### config.mk
export PLATFORM = sky130hd
export DESIGN_NAME = dma_xlate_walker
export DESIGN_NICKNAME = d
export VERILOG_FILES = /design/src/rtl/xw_pkg.sv /design/src/rtl/xw_tve_ram.sv /design/src/rtl/xw_tve_decode.sv /design/src/rtl/xw_walk_ctrl.sv /design/src/rtl/dma_xlate_walker.sv
export SDC_FILE = /design/constraint.sdc
export NUM_CORES = 2
export LEC_CHECK = 0
export BUFFER_PORTS_ARGS = -buffer_cell sky130_fd_sc_hd__clkbuf_2
export CORE_MARGIN = 2
export CORE_UTILIZATION = 67
export CTS_CLUSTER_SIZE = 28
export DETAILED_ROUTE_END_ITERATION = 7
export GPL_TIMING_DRIVEN = 0
export PLACE_DENSITY = 0.84
export SYNTH_ARGS = -nofsm -noshare
export SYNTH_HDL_FRONTEND = slang
export SYNTH_SLANG_ARGS = --single-unit
### constraint.sdc
create_clock -name clk -period 11.2 [get_ports clk]
set_input_delay 0.56 -clock clk [delete_from_list [all_inputs] [get_ports clk]]
set_output_delay 0.56 -clock clk [all_outputs]
set_load 0.1 [all_outputs]
### src/rtl/xw_pkg.sv
package xw_pkg;

  localparam int XW_AW = 64;
  localparam logic [63:0] XW_BYP_MASK = 64'h0003_FFFF_FFFF_F000;

  typedef enum logic [1:0] {
    XW_IDLE,
    XW_LOOK,
    XW_ISSUE,
    XW_WAIT
  } xw_state_e;

  typedef struct packed {
    logic        early_done;
    logic        early_fault;
    logic [63:0] byp_page;
    logic [63:0] base;
    logic [7:0]  shift;
    logic [5:0]  iw;
    logic [5:0]  ps;
    logic [2:0]  lv;
  } xw_dec_t;

  function automatic logic [63:0] xw_bswap(input logic [63:0] w);
    logic [63:0] r;
    for (int i = 0; i < 8; i++) r[8*i +: 8] = w[8*(7-i) +: 8];
    return r;
  endfunction

  function automatic logic [63:0] xw_slot_addr(input logic [63:0] base,
                                               input logic [63:0] a,
                                               input logic [7:0]  sh,
                                               input logic [5:0]  iw);
    logic [63:0] idx;
    idx = (a >> sh) & ((64'd1 << iw) - 64'd1);
    return base | (idx << 3);
  endfunction

endpackage

### src/rtl/xw_tve_ram.sv
module xw_tve_ram #(
  parameter int DEPTH = 32,
  parameter int AW    = 5
) (
  input  logic          clk,
  input  logic          we,
  input  logic [AW-1:0] waddr,
  input  logic [63:0]   wdata,
  input  logic          re,
  input  logic [AW-1:0] raddr,
  output logic [63:0]   rdata
);
  logic [63:0] store [DEPTH];

  always_ff @(posedge clk) begin
    if (we) store[waddr] <= wdata;
    if (re) rdata <= store[raddr];
  end
endmodule

### src/rtl/xw_tve_decode.sv
module xw_tve_decode import xw_pkg::*; #(
  parameter int MAX_LV = 4
) (
  input  logic [63:0] tve,
  input  logic [63:0] addr,
  output xw_dec_t     dec
);
  logic [35:0] tbl;
  logic [3:0]  lvf;
  logic [4:0]  tsz;
  logic [4:0]  psz;
  logic        byp_en;
  logic [5:0]  iw;
  logic [5:0]  pgs;
  logic        top_bad;
  logic        lv_bad;
  logic        unused_tve;

  assign unused_tve = ^{tve[23], tve[11:0]};

  always_comb begin
    tbl     = tve[63:28];
    lvf     = tve[27:24];
    tsz     = tve[22:18];
    psz     = tve[17:13];
    byp_en  = tve[12];
    iw      = {1'b0, tsz} + 6'd8;
    pgs     = {1'b0, psz} + 6'd11;
    top_bad = addr[63:60] != 4'd0;
    lv_bad  = lvf > 4'(MAX_LV);

    dec.early_fault = top_bad | lv_bad | ((psz == 5'd0) ? !byp_en : (tsz == 5'd0));
    dec.early_done  = dec.early_fault | (psz == 5'd0);
    dec.byp_page    = addr & XW_BYP_MASK;
    dec.base        = {16'd0, tbl, 12'd0};
    dec.shift       = 8'(iw) * 8'(lvf[2:0]) + 8'(pgs);
    dec.iw          = iw;
    dec.ps          = pgs;
    dec.lv          = lvf[2:0];
  end
endmodule

### src/rtl/xw_walk_ctrl.sv
module xw_walk_ctrl import xw_pkg::*; (
  input  logic        clk,
  input  logic        rst,
  input  logic        req_valid,
  input  logic [63:0] req_addr,
  input  logic        req_write,
  output logic        busy,
  output logic [63:0] lat_addr,
  input  xw_dec_t     dec,
  output logic        done,
  output logic        fault,
  output logic [63:0] res_page,
  output logic [63:0] res_mask,
  output logic [1:0]  res_perm,
  output logic        mem_req_valid,
  input  logic        mem_req_ready,
  output logic [63:0] mem_req_addr,
  input  logic        mem_rsp_valid,
  input  logic [63:0] mem_rsp_data,
  input  logic        mem_rsp_err
);
  xw_state_e   state;
  logic [63:0] addr_q;
  logic        wr_q;
  logic [7:0]  shift_q;
  logic [5:0]  iw_q;
  logic [5:0]  ps_q;
  logic [2:0]  lev_q;
  logic [63:0] ent;
  logic [7:0]  nshift;
  logic [63:0] pmask;
  logic        perm_ok;

  assign ent      = xw_bswap(mem_rsp_data);
  assign nshift   = shift_q - {2'b00, iw_q};
  assign pmask    = (64'd1 << ps_q) - 64'd1;
  assign perm_ok  = wr_q ? ent[1] : ent[0];
  assign lat_addr = addr_q;

  always_ff @(posedge clk) begin
    if (rst) begin
      state         <= XW_IDLE;
      busy          <= 1'b0;
      done          <= 1'b0;
      fault         <= 1'b0;
      res_page      <= '0;
      res_mask      <= '0;
      res_perm      <= '0;
      mem_req_valid <= 1'b0;
      mem_req_addr  <= '0;
      addr_q        <= '0;
      wr_q          <= 1'b0;
      shift_q       <= '0;
      iw_q          <= '0;
      ps_q          <= '0;
      lev_q         <= '0;
    end else begin
      done <= 1'b0;
      case (state)
        XW_IDLE: begin
          if (req_valid) begin
            addr_q <= req_addr;
            wr_q   <= req_write;
            busy   <= 1'b1;
            state  <= XW_LOOK;
          end
        end
        XW_LOOK: begin
          if (dec.early_done) begin
            done     <= 1'b1;
            busy     <= 1'b0;
            state    <= XW_IDLE;
            fault    <= dec.early_fault;
            res_page <= dec.early_fault ? 64'd0 : dec.byp_page;
            res_mask <= dec.early_fault ? 64'd0 : 64'hFFF;
            res_perm <= dec.early_fault ? 2'b00 : 2'b11;
          end else begin
            iw_q          <= dec.iw;
            ps_q          <= dec.ps;
            lev_q         <= dec.lv;
            shift_q       <= dec.shift;
            mem_req_addr  <= xw_slot_addr(dec.base, addr_q, dec.shift, dec.iw);
            mem_req_valid <= 1'b1;
            state         <= XW_ISSUE;
          end
        end
        XW_ISSUE: begin
          if (mem_req_ready) begin
            mem_req_valid <= 1'b0;
            state         <= XW_WAIT;
          end
        end
        XW_WAIT: begin
          if (mem_rsp_valid) begin
            if (!mem_rsp_err && lev_q != 3'd0 && ent[1:0] != 2'b00) begin
              lev_q         <= lev_q - 3'd1;
              shift_q       <= nshift;
              mem_req_addr  <= xw_slot_addr({ent[63:12], 12'd0}, addr_q, nshift, iw_q);
              mem_req_valid <= 1'b1;
              state         <= XW_ISSUE;
            end else begin
              done  <= 1'b1;
              busy  <= 1'b0;
              state <= XW_IDLE;
              if (mem_rsp_err || lev_q != 3'd0 || !perm_ok) begin
                fault    <= 1'b1;
                res_page <= '0;
                res_mask <= '0;
                res_perm <= '0;
              end else begin
                fault    <= 1'b0;
                res_page <= ent & ~pmask;
                res_mask <= pmask;
                res_perm <= ent[1:0];
              end
            end
          end
        end
        default: state <= XW_IDLE;
      endcase
    end
  end
endmodule

### src/rtl/dma_xlate_walker.sv
module dma_xlate_walker import xw_pkg::*; #(
  parameter int NUM_PE = 16,
  parameter int MAX_LV = 4,
  localparam int PE_W  = $clog2(NUM_PE),
  localparam int IDX_W = PE_W + 1,
  localparam int DEPTH = 2 * NUM_PE
) (
  input  logic             clk,
  input  logic             rst,
  input  logic             tve_we,
  input  logic [IDX_W-1:0] tve_waddr,
  input  logic [63:0]      tve_wdata,
  input  logic             req_valid,
  input  logic [PE_W-1:0]  req_pe,
  input  logic [63:0]      req_addr,
  input  logic             req_write,
  output logic             busy,
  output logic             done,
  output logic             fault,
  output logic [63:0]      res_page,
  output logic [63:0]      res_mask,
  output logic [1:0]       res_perm,
  output logic             mem_req_valid,
  input  logic             mem_req_ready,
  output logic [63:0]      mem_req_addr,
  input  logic             mem_rsp_valid,
  input  logic [63:0]      mem_rsp_data,
  input  logic             mem_rsp_err
);
  logic [63:0] tve_q;
  logic [63:0] lat_addr;
  xw_dec_t     dec;
  logic        take;

  assign take = req_valid & ~busy;

  xw_tve_ram #(.DEPTH(DEPTH), .AW(IDX_W)) u_ram (
    .clk   (clk),
    .we    (tve_we),
    .waddr (tve_waddr),
    .wdata (tve_wdata),
    .re    (take),
    .raddr ({req_pe, req_addr[59]}),
    .rdata (tve_q)
  );

  xw_tve_decode #(.MAX_LV(MAX_LV)) u_dec (
    .tve  (tve_q),
    .addr (lat_addr),
    .dec  (dec)
  );

  xw_walk_ctrl u_ctrl (
    .clk           (clk),
    .rst           (rst),
    .req_valid     (take),
    .req_addr      (req_addr),
    .req_write     (req_write),
    .busy          (busy),
    .lat_addr      (lat_addr),
    .dec           (dec),
    .done          (done),
    .fault         (fault),
    .res_page      (res_page),
    .res_mask      (res_mask),
    .res_perm      (res_perm),
    .mem_req_valid (mem_req_valid),
    .mem_req_ready (mem_req_ready),
    .mem_req_addr  (mem_req_addr),
    .mem_rsp_valid (mem_rsp_valid),
    .mem_rsp_data  (mem_rsp_data),
    .mem_rsp_err   (mem_rsp_err)
  );
endmodule

==> results of run 1 <==
==> through the flow <==
step,setup slack [ns],hold WS [ns]
floorplan,5.75,0.432
global placement,3.05,0.441
==> Yosys cell counts (all sizes together), types with 25 or more instances <==
library cell	count
nand2	511
a21oi	276
a22oi	30
clkbuf	289
o22ai	25
dfxtp	285
or3	25
mux2	109
nor3	114
mux4	623
edfxtp	1683
and2	33
ha	33
o211ai	43
o21ai	213
nor2	358
a31oi	65
nand3	127
nor4	39
inv	69
buf	181
mux2i	150
a211oi	60
nor2b	27
==> cell families after synthesis <==
logic type | after synthesis | share of synthesized area
DFF | 1968 | 0.634
and+or+nand+nor | 1354 | 0.0688
AOI/OAI and AO/OA | 978 | 0.0719
muxes | 882 | 0.189
buffers and inverters | 542 | 0.0254
adders and majority gates | 43 | 0.00692
xor gates and xnor gates | 32 | 0.00342
other | 1 | 0.0000423
==> flow_metrics.env, run 1 <==
export IMPL_avgSynthCellArea_um2=15.3
export IMPL_synth_cell_types=102
export IMPL_initial_core_util=0.674
export IMPL_synth_edff_count=1683
export IMPL_synth_cell_area_mm2=0.0887
export IMPL_yosys_warnings=0
export IMPL_fp_row_count=133
export IMPL_synth_top_area_frac=0.570
export IMPL_synth_top_area_cell="edfxtp_1"
export IMPL_synthCells=5800
export IMPL_status="stopped before the end"
export IMPL_port_buffers=385
export IMPL_synth_area_leaders="edfxtp_1, mux4_2, dfxtp_1"
export IMPL_error_line="[ERROR DPL-0033] detailed placement checks failed during check placement."
export IMPL_stop_stage="detailed placement"
export IMPL_pin_count=407
export IMPL_die_y_um=368
export IMPL_hpwl_mm=314
export IMPL_yosysSeqAreaShare=0.634
export IMPL_async_flop_share=0
export IMPL_globalplace_congestion=1.20
export IMPL_synth_seq_cells=1968
export IMPL_die_w_um=368
export IMPL_synth_ff_type="edfxtp_1"
==> run 2, diff against run 1 <==
--- a/config.mk
+++ b/config.mk
@@ -7,11 +7,10 @@
 export LEC_CHECK = 0
 export BUFFER_PORTS_ARGS = -buffer_cell sky130_fd_sc_hd__clkbuf_2
 export CORE_MARGIN = 2
-export CORE_UTILIZATION = 67
-export CTS_CLUSTER_SIZE = 28
+export CORE_UTILIZATION = 40
 export DETAILED_ROUTE_END_ITERATION = 7
 export GPL_TIMING_DRIVEN = 0
-export PLACE_DENSITY = 0.84
+export PLACE_DENSITY_LB_ADDON = 0.15
 export SYNTH_ARGS = -nofsm -noshare
 export SYNTH_HDL_FRONTEND = slang
 export SYNTH_SLANG_ARGS = --single-unit
==> run 2 against run 1 <==
The flow now finishes, with violations (capacitance limit, slew limit). Synthesized cell count did not move. Area after synthesis is the same.
==> flow_metrics.env, run 2 <==
export IMPL_mostFrequentLayoutCells="edfxtp_1, mux4_2, nand2_1, clkbuf_2, clkbuf_1"
export IMPL_route_detailed_wl_per_inst_um=39.1
export IMPL_avgSynthCellArea_um2=15.3
export IMPL_area_growth_pct=17.2
export IMPL_cts_resized=0
export IMPL_wl_mm=379
export IMPL_synth_top_area_frac=0.570
export IMPL_drc=0
export IMPL_reg2reg_from="u_ram.rdata[21]$_DFFE_PP_"
export IMPL_pin_count=407
export IMPL_vias=61057
export IMPL_numCtsBuffers=206
export IMPL_peakVddDrop_mv=0.182
export IMPL_synth_cell_area_mm2=0.0887
export IMPL_yosysMostFrequentCell="edfxtp_1"
export IMPL_die_y_um=475
export IMPL_fin_nets=6810
export IMPL_postRouteAntennaNets=0
export IMPL_drive_above_1_share=0.252
export IMPL_hold_viol_final=0
export IMPL_r2r_end="u_ctrl.mem_req_addr[32]$_SDFFE_PP0P_"
export IMPL_synth_cell_types=102
export IMPL_synth_top_area_cell="edfxtp_1"
export IMPL_yosysSeqAreaShare=0.634
export IMPL_globalplace_congestion=1.04
export IMPL_cts_hold_buffers=71
export IMPL_status="finished, violations left"
export IMPL_worstSetupEndpointType="flop"
export IMPL_grt_pass1_wl_mm=510
export IMPL_clk_latency_ns=0.88
export IMPL_antenna_found_initial=27
export IMPL_crit_family="compound AO/OA/AOI/OAI gates"
export IMPL_hpwl_mm=285
export IMPL_fin_worst_skew_ns=0.0794
export IMPL_grt_pass1_vias=58973
export IMPL_clk_pin_slew_ns=0.06
export IMPL_hold_path_startpoint="mem_rsp_data[14]"
export IMPL_largest_reg_flops=1632
export IMPL_vias_per_cell=6.30
export IMPL_drt_initial_drc_count=7367
export IMPL_crit_fanout=10
export IMPL_synth_seq_cells=1968
export IMPL_regMostFlops="u_ram.store"
export IMPL_clock_sinks=1968
export IMPL_rsz0062_at_grt="false"
export IMPL_synth_ff_type="edfxtp_1"
export IMPL_slowest_stage="a21boi_0"
export IMPL_arrival_ns=10.20
export IMPL_r2r_setup_slack_ns=1.74
export IMPL_async_flop_share=0
export IMPL_grt_max_degree=33
export IMPL_synth_area_leaders="edfxtp_1, mux4_2, dfxtp_1"
export IMPL_crit_path_start_kind="flop"
export IMPL_post_route_util=0.472
export IMPL_port_buffers=385
export IMPL_drv_cap=4
export IMPL_die_w_um=475
export IMPL_max_freq_ghz=0.106
export IMPL_clk_path_buf_depth=3
export IMPL_dr_pass1_iters=6
export IMPL_core_region_area_mm2=0.220
export IMPL_dieArea_mm2=0.225
export IMPL_seq_area_mm2=0.0562
export IMPL_root_buffer="clkbuf_16"
export IMPL_initial_core_util=0.403
export IMPL_slew_limit_headroom=-0.0524
export IMPL_multi_input_area_mm2=0.0304
export IMPL_cts_tree="built"
export IMPL_worst_pin_slew_ns=1.57
export IMPL_finalMaxSlewViolations=16
export IMPL_setup_tns_ns=0
export IMPL_critical_path_required_ns=11.94
export IMPL_p_leak_nw=34.0
export IMPL_grt_overflow_total=0
export IMPL_holdPathStages=3
export IMPL_min_period_over_period=0.845
export IMPL_fp_row_count=172
export IMPL_h_tree_depth=4
export IMPL_r2r_cells=21
export IMPL_final_common_cell="edfxtp_1"
export IMPL_critPathMostFrequentCell="clkbuf_1"
export IMPL_violations="capacitance limit, slew limit"
export IMPL_synth_edff_count=1683
export IMPL_finalSetupViolCount=0
export IMPL_synth_common_cells="edfxtp_1, mux4_2, nand2_1"
export IMPL_crit_buf_inv=8
export IMPL_slowest_delay_ns=1.15
export IMPL_hold_class="in2reg"
export IMPL_worstSetupPathType="reg2reg"
export IMPL_power_density_mw_per_mm2=231
export IMPL_synthCells=5800
export IMPL_crit_cells=21
export IMPL_path_cells="clkbuf_1, inv_1, ha_1, clkbuf_1, clkbuf_1, clkbuf_1, and2_1, fa_1, inv_1, fa_1, inv_1, ha_1, buf_2, a21o_1, a22oi_1, a21boi_0, o21ai_0, nor2_1, a21oi_1, o31ai_2, and4_1"
export IMPL_yosys_warnings=0
export IMPL_grt_usage=0.332
export IMPL_cts_setup_buffers=0
export IMPL_holdPathEnd="u_ctrl.res_page[54]$_SDFFE_PP0P_"
export IMPL_nFillCells=19353
export IMPL_period_minus_slack_ns=9.46
[run 2: stage by stage]
stage          instances  worst slack, ns  hold slack [ns]  area [um^2]  power (mW)
3_5_place_dp        9237             2.12            0.443        96500        17.0
3_3_place_gp        9145             1.59            0.444        94300        17.0
6_report            9691             1.74           0.0520       104000        24.0
2_1_floorplan       5802             5.75            0.432        88700        13.1
5_1_grt             9683             1.85           0.0463       104000        24.5
4_1_cts             9680             2.06          0.00700       104000        23.8
[run 2: cell families (layout without fill, tap and decap cells)]
kind of cell             count (synthesis)  in the layout  synth area share
flip-flops                            1968           1968             0.634
AND/OR/NAND/NOR                       1354           1354            0.0688
AO/OA/AOI/OAI                          978            978            0.0719
multiplexers                           882            882             0.189
buffers and inverters                  542           1462            0.0254
adder cells (fa/ha/maj)                 43             43           0.00692
XOR/XNOR                                32             32           0.00342
other                                    1             14         0.0000423
[run 2: layer usage]
metal / part of all wire / up-vias / GRT usage
li1: - / 24641 / -
met1: 0.39 / 32175 / 0.430
met2: 0.47 / 3381 / 0.528
met3: 0.072 / 852 / 0.0557
met4: 0.071 / 8 / 0.195
met5: 0.00014 / - / 0
[run 2: report_power, final]
group	switching, mW	internal, mW
Clock	2.98	3.83
Sequential	0.289	8.17
Combinational	6.57	2.20
Total	9.83	14.2
[run 2: area by class of cell]
type | instances | share of cell area
tap | 2958 | 0.0356
timing repair buffer | 548 | 0.0444
inverter | 72 | 0.00260
buffer | 470 | 0.0191
multi-input combinational | 3292 | 0.293
sequential | 1968 | 0.541
clock buffer | 264 | 0.0528
antenna | 11 | 0.000265
clock inverter | 108 | 0.0110
[run 2: how the worst max path moves through the flow]
stage	start	endpoint
after floorplan	u_ram.rdata[21]$_DFFE_PP_	u_ctrl.mem_req_addr[54]$_SDFFE_PP0P_
after global placement	u_ram.rdata[21]$_DFFE_PP_	u_ctrl.mem_req_addr[32]$_SDFFE_PP0P_
after detailed placement	u_ram.rdata[21]$_DFFE_PP_	u_ctrl.mem_req_addr[32]$_SDFFE_PP0P_
after CTS	u_ram.rdata[21]$_DFFE_PP_	u_ctrl.mem_req_addr[32]$_SDFFE_PP0P_
after global routing	u_ram.rdata[21]$_DFFE_PP_	u_ctrl.mem_req_addr[32]$_SDFFE_PP0P_
final	u_ram.rdata[21]$_DFFE_PP_	u_ctrl.mem_req_addr[32]$_SDFFE_PP0P_
[run 2: worst reg2reg max path, delay by kind of cell (launching register included)]
| kind | cells | cell delay, ns |
|---|---|---|
| AND/OR/NAND/NOR | 3 | 1.08 |
| adder cells (fa/ha/maj) | 4 | 1.49 |
| flip-flops | 1 | 0.50 |
| AO/OA/AOI/OAI | 6 | 3.47 |
| buffers and inverters | 8 | 2.77 |
Note: power is estimated with default switching activity, not from simulation.
